$ cat src/rtl/xfer_tracker.sv
module xfer_tracker #(
  parameter int CNT_W = 24,
  parameter int ADR_W = 32,
  parameter int RA_W  = 4
) (
  input  logic             clk,
  input  logic             rst_n,
  input  logic             reg_wr,
  input  logic [RA_W-1:0]  reg_addr,
  input  logic [7:0]       reg_wdata,
  output logic [7:0]       reg_rdata,
  input  logic             xfer_ok,
  input  logic             haddr_load,
  input  logic [ADR_W-1:0] haddr_in,
  output logic             irq
);
  localparam int CNT_B = CNT_W / 8;
  localparam int ADR_B = ADR_W / 8;
  localparam logic [RA_W-1:0] OFS_CTRL = RA_W'(4);
  localparam logic [RA_W-1:0] OFS_STAT = RA_W'(5);
  localparam logic [RA_W-1:0] OFS_EN   = RA_W'(6);
  localparam int OFS_ADR = 8;

  logic [CNT_W-1:0] cnt, cnt_nxt;
  logic [ADR_W-1:0] haddr;
  logic             done, wrap;
  logic [1:0]       en;
  logic             cnt_wr, step;

  wire stat_wr  = reg_wr && reg_addr == OFS_STAT;
  wire done_set = step && cnt == CNT_W'(1);
  wire wrap_set = step && cnt == '0;

  always_comb begin
    cnt_nxt = cnt;
    cnt_wr  = 1'b0;
    for (int b = 0; b < CNT_B; b++)
      if (reg_wr && reg_addr == RA_W'(b)) begin
        cnt_nxt[b*8 +: 8] = reg_wdata;
        cnt_wr = 1'b1;
      end
    if (reg_wr && reg_addr == OFS_CTRL && reg_wdata[0]) begin
      cnt_nxt = '0;
      cnt_wr  = 1'b1;
    end
    step = xfer_ok && !cnt_wr;
    if (step) cnt_nxt = cnt - CNT_W'(1);
  end

  always_ff @(posedge clk or negedge rst_n)
    if (!rst_n) begin
      cnt   <= '0;
      haddr <= '0;
      done  <= 1'b0;
      wrap  <= 1'b0;
      en    <= 2'b00;
    end else begin
      cnt  <= cnt_nxt;
      done <= done_set | (done & ~(stat_wr & reg_wdata[0]));
      wrap <= wrap_set | (wrap & ~(stat_wr & reg_wdata[1]));
      if (reg_wr && reg_addr == OFS_EN) en <= reg_wdata[1:0];
      if (haddr_load)   haddr <= haddr_in;
      else if (xfer_ok) haddr <= haddr + ADR_W'(1);
    end

  always_comb begin
    reg_rdata = 8'h00;
    for (int b = 0; b < CNT_B; b++)
      if (reg_addr == RA_W'(b)) reg_rdata = cnt[b*8 +: 8];
    for (int b = 0; b < ADR_B; b++)
      if (reg_addr == RA_W'(OFS_ADR + b)) reg_rdata = haddr[b*8 +: 8];
    if (reg_addr == OFS_STAT) reg_rdata = {6'b0, wrap, done};
    if (reg_addr == OFS_EN)   reg_rdata = {6'b0, en};
  end

  assign irq = (done & en[0]) | (wrap & en[1]);
endmodule

$ cat config.mk
export PLATFORM = sky130hd
export DESIGN_NAME = xfer_tracker
export DESIGN_NICKNAME = d
export VERILOG_FILES = /design/src/rtl/xfer_tracker.sv
export SDC_FILE = /design/constraint.sdc
export NUM_CORES = 1
export LEC_CHECK = 0
export BUFFER_PORTS_ARGS = -buffer_cell sky130_fd_sc_hd__buf_2
export CAP_MARGIN = 5
export CELL_PAD_IN_SITES_DETAIL_PLACEMENT = 1
export CELL_PAD_IN_SITES_GLOBAL_PLACEMENT = 2
export CORE_AREA = 2 2 110 112
export CTS_CLUSTER_DIAMETER = 30
export DETAILED_ROUTE_END_ITERATION = 8
export DIE_AREA = 0 0 112 114
export GPL_ROUTABILITY_DRIVEN = 0
export PLACE_DENSITY = 0.87
export SYNTH_ARGS = -nofsm -noshare
export SYNTH_HDL_FRONTEND = slang
export SYNTH_SLANG_ARGS = --single-unit
$ cat constraint.sdc
create_clock -name clk -period 3.6 [get_ports clk]
set_clock_uncertainty 0.05 [all_clocks]
set_input_delay 0.54 -clock clk [delete_from_list [all_inputs] [get_ports clk]]
set_output_delay 0.54 -clock clk [all_outputs]
set_load 0.05 [all_outputs]
# After elaboration in Yosys (flattened, before gate mapping)
# Cells that the tools add are included.
[classes]
n_bitwise = 11
n_reduce_logical = 17
n_addsub = 2
eq_ne = 10
muxes = 20
[op_table]
columns = ["op", "count"]
rows = [
  ["8-bit two-way mux", 12],
  ["32-bit two-way mux", 2],
  ["24-bit two-way mux", 2],
  ["32-bit by 1-bit adder with 32-bit output, second input constant", 1],
  ["24-bit by 1-bit == test with 1-bit output, second input constant", 1],
  ["24-bit zero test", 1],
  ["24-bit by 1-bit subtractor with 24-bit output, second input constant", 1],
  ["4-bit == test, second input constant", 4],
  ["4-bit by 3-bit == test with 1-bit output, second input constant", 3],
  ["1-bit logical AND", 10],
  ["3-bit nonzero test", 3],
  ["1-bit AND", 6],
  ["4-bit by 1-bit == test with 1-bit output, second input constant", 1],
  ["4-bit by 2-bit == test with 1-bit output, second input constant", 1],
  ["4-bit zero test", 1],
  ["1-bit two-way mux", 4],
  ["1-bit OR", 3],
  ["1-bit NOT", 2],
  ["2-bit nonzero test", 1],
  ["1-bit zero test", 1],
]
[word_totals]
inputBits = 49
out_inout_bits = 9
ff_bits = 60
elab_cells = 67

# Longest topological paths before layout
[logic_depth]
word_depth = 10
depth_mapped = 8
ltp_nobuf = 7

# Worst setup path after synthesis
# Ideal clock, no wire load.
[synth_timing]
kind = "input -> output"
from = "input port reg_addr[1]"
to = "output port reg_rdata[1]"
cell_stages = 6
required_ns = 3.010
arrival_ns = 2.649
path_buffers = 2
path_slack_ns = 0.361
path_cell_list = "clkbuf_1 -> nor2b_1 -> clkbuf_1 -> nor2b_1 -> a21oi_1 -> o31ai_1"
[synth_via]
elab_chain_len = 10
word_cells_on_any_way = 18
classes_between = "8 x eq/ne; 9 x mux; 1 x reduce/logical"
[synth_rtl]
columns = ["element", "line_no", "source"]
rows = [
  ["start, declared", "9", "input logic [RA_W-1:0] reg_addr,"],
  ["4-bit zero test", "69", "if (reg_addr == RA_W'(b)) reg_rdata = cnt[b*8 +: 8];"],
  ["8-bit two-way mux (3 in a row)", "69", ""],
  ["8-bit two-way mux (4 in a row)", "71", "if (reg_addr == RA_W'(OFS_ADR + b)) reg_rdata = haddr[b*8 +: 8];"],
  ["8-bit two-way mux", "72", "if (reg_addr == OFS_STAT) reg_rdata = {6'b0, wrap, done};"],
  ["8-bit two-way mux (*)", "73", "if (reg_addr == OFS_EN) reg_rdata = {6'b0, en};"],
  ["end, declared", "11", "output logic [7:0] reg_rdata,"],
]
# Every way passes the cells marked *; elsewhere a longest branch is shown, timed or not.

# Final worst setup path
[layout_timing]
from = "input port reg_addr[0]"
to = "output port reg_rdata[7]"
# Same word-level chain as after synthesis.

==> run_summary.xml <==
<?xml version="1.0" encoding="UTF-8"?>
<metrics>
  <group name="run_status">
    <metric name="status" unit="">finished, final reports clean</metric>
  </group>
  <group name="routing">
    <metric name="routed_via_density" unit="">5.76</metric>
    <metric name="ant_nets" unit="">0</metric>
    <metric name="drt-wirelength-per-cell" unit="um">19.6</metric>
    <metric name="drt_pass1_iterations" unit="">4</metric>
    <metric name="wl" unit="um">13300</metric>
    <metric name="post_route_drc" unit="">0</metric>
    <metric name="vias" unit="">3913</metric>
    <metric name="drt_iter0_drc" unit="">215</metric>
  </group>
  <group name="cts">
    <metric name="clkSlewWorstSetupHoldPaths" unit="ns">0.05</metric>
    <metric name="cts.hold.buffers_added" unit="">0</metric>
    <metric name="cts.htree.levels" unit="">3</metric>
    <metric name="clock_tree.root_cell" unit="">sky130_fd_sc_hd__clkbuf_16</metric>
    <metric name="clk_sink_count" unit="">60</metric>
    <metric name="cts.repair_timing.setup_buffer_count" unit="">0</metric>
    <metric name="cts-buffers-inserted" unit="">9</metric>
    <metric name="later_pin_clock_latency_in_the_skew_report" unit="ns">0.35</metric>
    <metric name="cts-root-to-sink-buffers" unit="">2</metric>
    <metric name="cts_resized" unit="">0</metric>
    <metric name="tritoncts_clock_tree" unit="">built</metric>
  </group>
  <group name="die">
    <metric name="placement_row_count" unit="">40</metric>
    <metric name="design.core.area" unit="mm^2">0.0117</metric>
    <metric name="die_area" unit="mm^2">0.0128</metric>
    <metric name="initial_utilization" unit="%">36.5</metric>
    <metric name="die_width" unit="um">112</metric>
    <metric name="fp.dieH" unit="um">114</metric>
    <metric name="floorplan.io_pins" unit="">58</metric>
  </group>
  <group name="grt">
    <metric name="met3_usage" unit="%">4.30</metric>
    <metric name="met2_usage" unit="%">36.0</metric>
    <metric name="grt_pass1_vias" unit="">3991</metric>
    <metric name="grt_remaining_overflow" unit="">0</metric>
    <metric name="maximum_number_of_pins_on_one_net_before_global_route_repair" unit="">59</metric>
    <metric name="grt_pass1_wl" unit="um">21800</metric>
    <metric name="met1_usage" unit="%">28.2</metric>
    <metric name="gr_busiest_metal" unit="">met2</metric>
    <metric name="grt_usage" unit="%">21.9</metric>
    <metric name="antenna_found_initial" unit="">0</metric>
  </group>
  <group name="sta">
    <metric name="fin_setup_tns" unit="ns">0</metric>
    <metric name="finalSetupViolations" unit="">0</metric>
    <metric name="slew-limit-headroom" unit="%">32.7</metric>
    <metric name="fmaxAchievable" unit="GHz">0.357</metric>
    <metric name="fin_max_slew_vios" unit="">0</metric>
    <metric name="hold_ws" unit="ns">0.296</metric>
    <metric name="final_hold_viol_count" unit="">0</metric>
    <metric name="final.min_clock_period" unit="ns">2.80</metric>
    <metric name="final_min_period_over_clock_period" unit="%">77.8</metric>
    <metric name="rsz0062_at_grt" unit="">false</metric>
    <metric name="timing_worst_slew_pin_value" unit="ns">1.01</metric>
  </group>
  <group name="critical_path">
    <metric name="classification_of_the_worst_setup_path" unit="">input port to primary output</metric>
    <metric name="cp.buffers_inverters" unit="">3</metric>
    <metric name="timing.critical_path.arrival" unit="ns">2.21</metric>
    <metric name="r2r_start" unit="">cnt[10]$_DFFE_PN0P_</metric>
    <metric name="largest_incremental_delay_on_the_critical_path" unit="ns">0.54</metric>
    <metric name="cell_class_contributing_the_biggest_share_of_worst_path_delay" unit="">buffers and inverters</metric>
    <metric name="setup.reg_to_reg.worst_slack" unit="ns">1.13</metric>
    <metric name="worst_ep_required_time" unit="ns">3.01</metric>
    <metric name="critical_path.most_common_cell" unit="">sky130_fd_sc_hd__buf_2</metric>
    <metric name="worst_path_max_delay_cell" unit="">sky130_fd_sc_hd__buf_2</metric>
    <metric name="critical_path.startpoint_type" unit="">input port</metric>
    <metric name="timing.rr.end" unit="">cnt[19]$_DFFE_PN0P_</metric>
    <metric name="critical_path.max_fanout" unit="">34</metric>
    <metric name="cp_cell_sequence" unit="">buf_2 &gt; nor2b_1 &gt; buf_4 &gt; a211oi_1 &gt; nor3_1 &gt; buf_2</metric>
    <metric name="end_kind" unit="">primary output</metric>
    <metric name="rr_worst_depth" unit="">5</metric>
  </group>
  <group name="job">
    <metric name="cap_violations" unit="">0</metric>
  </group>
  <group name="placed_design">
    <metric name="port_buffers" unit="">57</metric>
    <metric name="dp_hpwl" unit="um">9770</metric>
    <metric name="placed_cells_incl_taps" unit="">665</metric>
  </group>
  <group name="final_layout">
    <metric name="design.final.nets" unit="">582</metric>
    <metric name="synth_to_final_area_change" unit="%">14.6</metric>
    <metric name="filler_cell_count" unit="">1401</metric>
    <metric name="post_layout_nonfiller_instances" unit="">679</metric>
    <metric name="layout.cells.most_common" unit="">sky130_fd_sc_hd__dfrtp_1</metric>
    <metric name="layout.cells.most_common_list" unit="">60 x sky130_fd_sc_hd__dfrtp_1, 57 x sky130_fd_sc_hd__buf_2, 44 x sky130_fd_sc_hd__nand2_1</metric>
    <metric name="drive_gt1_share" unit="%">20.9</metric>
    <metric name="diodes" unit="">0</metric>
    <metric name="layout.core_utilization" unit="%">41.9</metric>
  </group>
  <group name="yosys">
    <metric name="synth_warnings" unit="">0</metric>
    <metric name="post_synth.cell_area_avg" unit="um^2">8.80</metric>
    <metric name="ys_dominant_reg_cell" unit="">sky130_fd_sc_hd__dfrtp_1</metric>
    <metric name="synth_top_area_cell" unit="">sky130_fd_sc_hd__dfrtp_1</metric>
    <metric name="ys_async_sr_fraction" unit="%">100</metric>
    <metric name="synth_area" unit="mm^2">0.00428</metric>
    <metric name="ys_types" unit="">66</metric>
    <metric name="synth_enable_flop_cells" unit="">0</metric>
    <metric name="yosys-top-cells-area" unit="">sky130_fd_sc_hd__dfrtp_1 35%, sky130_fd_sc_hd__mux2_2 6.1%, sky130_fd_sc_hd__xor2_1 4.1%, sky130_fd_sc_hd__nand2_1 3.9%, sky130_fd_sc_hd__xnor2_1 3.1%</metric>
    <metric name="synth-seq-cells" unit="">60</metric>
    <metric name="synth.yosys.seq_area_share" unit="%">35.1</metric>
    <metric name="post_synth_inst_count" unit="">486</metric>
    <metric name="synth_top_area_share" unit="%">35.1</metric>
    <metric name="syn_nets" unit="">539</metric>
  </group>
  <group name="power_and_ir_drop">
    <metric name="total_leakage_power" unit="nW">2.02</metric>
    <metric name="worst_ir_drop_vdd" unit="mV">0.395</metric>
    <metric name="pwr_density_cell" unit="mW/mm^2">456</metric>
  </group>
  <group name="min_path">
    <metric name="hold_class" unit="">input port to async pin</metric>
  </group>
</metrics>
==> sequential cells by signal, indices dropped and copies added, names as in the netlist <==
signal,count
en,2
done,1
cnt,24
haddr,32
wrap,1
==> cell families (layout without fill, tap and decap cells) <==
logic type      after synthesis  in the layout  share of synthesized area (%)
compound gates              129            129                           19.1
xor+xnor                     35             35                           7.17
fa+ha+maj                     4              4                           1.17
simple gates                182            182                           24.2
flops                        60             60                           35.1
mux                          35             35                           8.86
buf+inv                      41             87                           4.42
==> per-stage QoR <==
stage	power, mW	instance area (um^2)	setup WS (ns)
after global placement	1.42	4640	0.777
after global routing	2.34	4900	0.708
after detailed placement	1.44	4640	0.707
after floorplan	1.25	4280	0.361
after CTS	2.25	4900	0.835
final	2.23	4900	0.798
==> worst register-to-register path, cell delays in order, from the launching register on <==
cell                       delay [ns]
sky130_fd_sc_hd__dfrtp_1         0.45
sky130_fd_sc_hd__nor4_1          0.55
sky130_fd_sc_hd__nand2_1         0.41
sky130_fd_sc_hd__or3_1           0.52
sky130_fd_sc_hd__o311ai_1        0.26
sky130_fd_sc_hd__nand3_1         0.11
==> layout make-up <==
cell class | instances | area (um^2) | share of cell area (%)
inverter | 9 | 33.8 | 0.689
clock buffer | 11 | 243 | 4.95
timing repair buffer | 64 | 338 | 6.89
multi-input combinational | 385 | 2590 | 52.8
tap | 147 | 184 | 3.75
sequential | 60 | 1500 | 30.6
clock inverter | 3 | 15.0 | 0.306
==> how the worst max path moves through the flow <==
stage | start | to | cells after the start
global route | reg_addr[0] | reg_rdata[3] | 6
global placement | reg_addr[3] | cnt[2]$_DFFE_PN0P_ | 7
finish | reg_addr[0] | reg_rdata[7] | 6
CTS | reg_addr[0] | reg_rdata[5] | 6
detailed placement | reg_addr[3] | cnt[2]$_DFFE_PN0P_ | 7
floorplan | reg_addr[1] | reg_rdata[1] | 6
==> Yosys cell counts, types with 6 or more instances <==
library cell / count
sky130_fd_sc_hd__dfrtp_1: 60
sky130_fd_sc_hd__nand2_1: 44
sky130_fd_sc_hd__nor2_1: 26
sky130_fd_sc_hd__clkbuf_1: 24
sky130_fd_sc_hd__mux2_2: 23
sky130_fd_sc_hd__o21ai_1: 22
sky130_fd_sc_hd__a21oi_1: 21
sky130_fd_sc_hd__o21ai_0: 20
sky130_fd_sc_hd__xor2_1: 20
sky130_fd_sc_hd__nand4_1: 18
sky130_fd_sc_hd__nand3_1: 16
sky130_fd_sc_hd__nor3_1: 15
sky130_fd_sc_hd__xnor2_1: 15
sky130_fd_sc_hd__mux2i_1: 12
sky130_fd_sc_hd__o22ai_1: 12
sky130_fd_sc_hd__and3_1: 11
sky130_fd_sc_hd__inv_1: 9
sky130_fd_sc_hd__nor4_1: 9
sky130_fd_sc_hd__a31oi_1: 8
sky130_fd_sc_hd__a211oi_1: 7
sky130_fd_sc_hd__a22o_1: 7
sky130_fd_sc_hd__nor2b_1: 7
sky130_fd_sc_hd__and2_1: 6
sky130_fd_sc_hd__nand2b_1: 6
==> metal layers <==
layer / part of all wire, % / vias to the layer above / wire length (um)
met5: 0 / - / 0
met4: 3.0 / 0 / 402
met3: 3.5 / 27 / 462
met2: 48 / 80 / 6410
met1: 45 / 1927 / 6060
li1: - / 1879 / -
==> report_power, final <==
group	total, mW	internal, mW	switching (mW)
Sequential	0.927	0.773	0.154
Clock	0.800	0.473	0.327
Combinational	0.508	0.214	0.294
Total	2.23	1.46	0.775
Power figures use the tool's default switching activity.
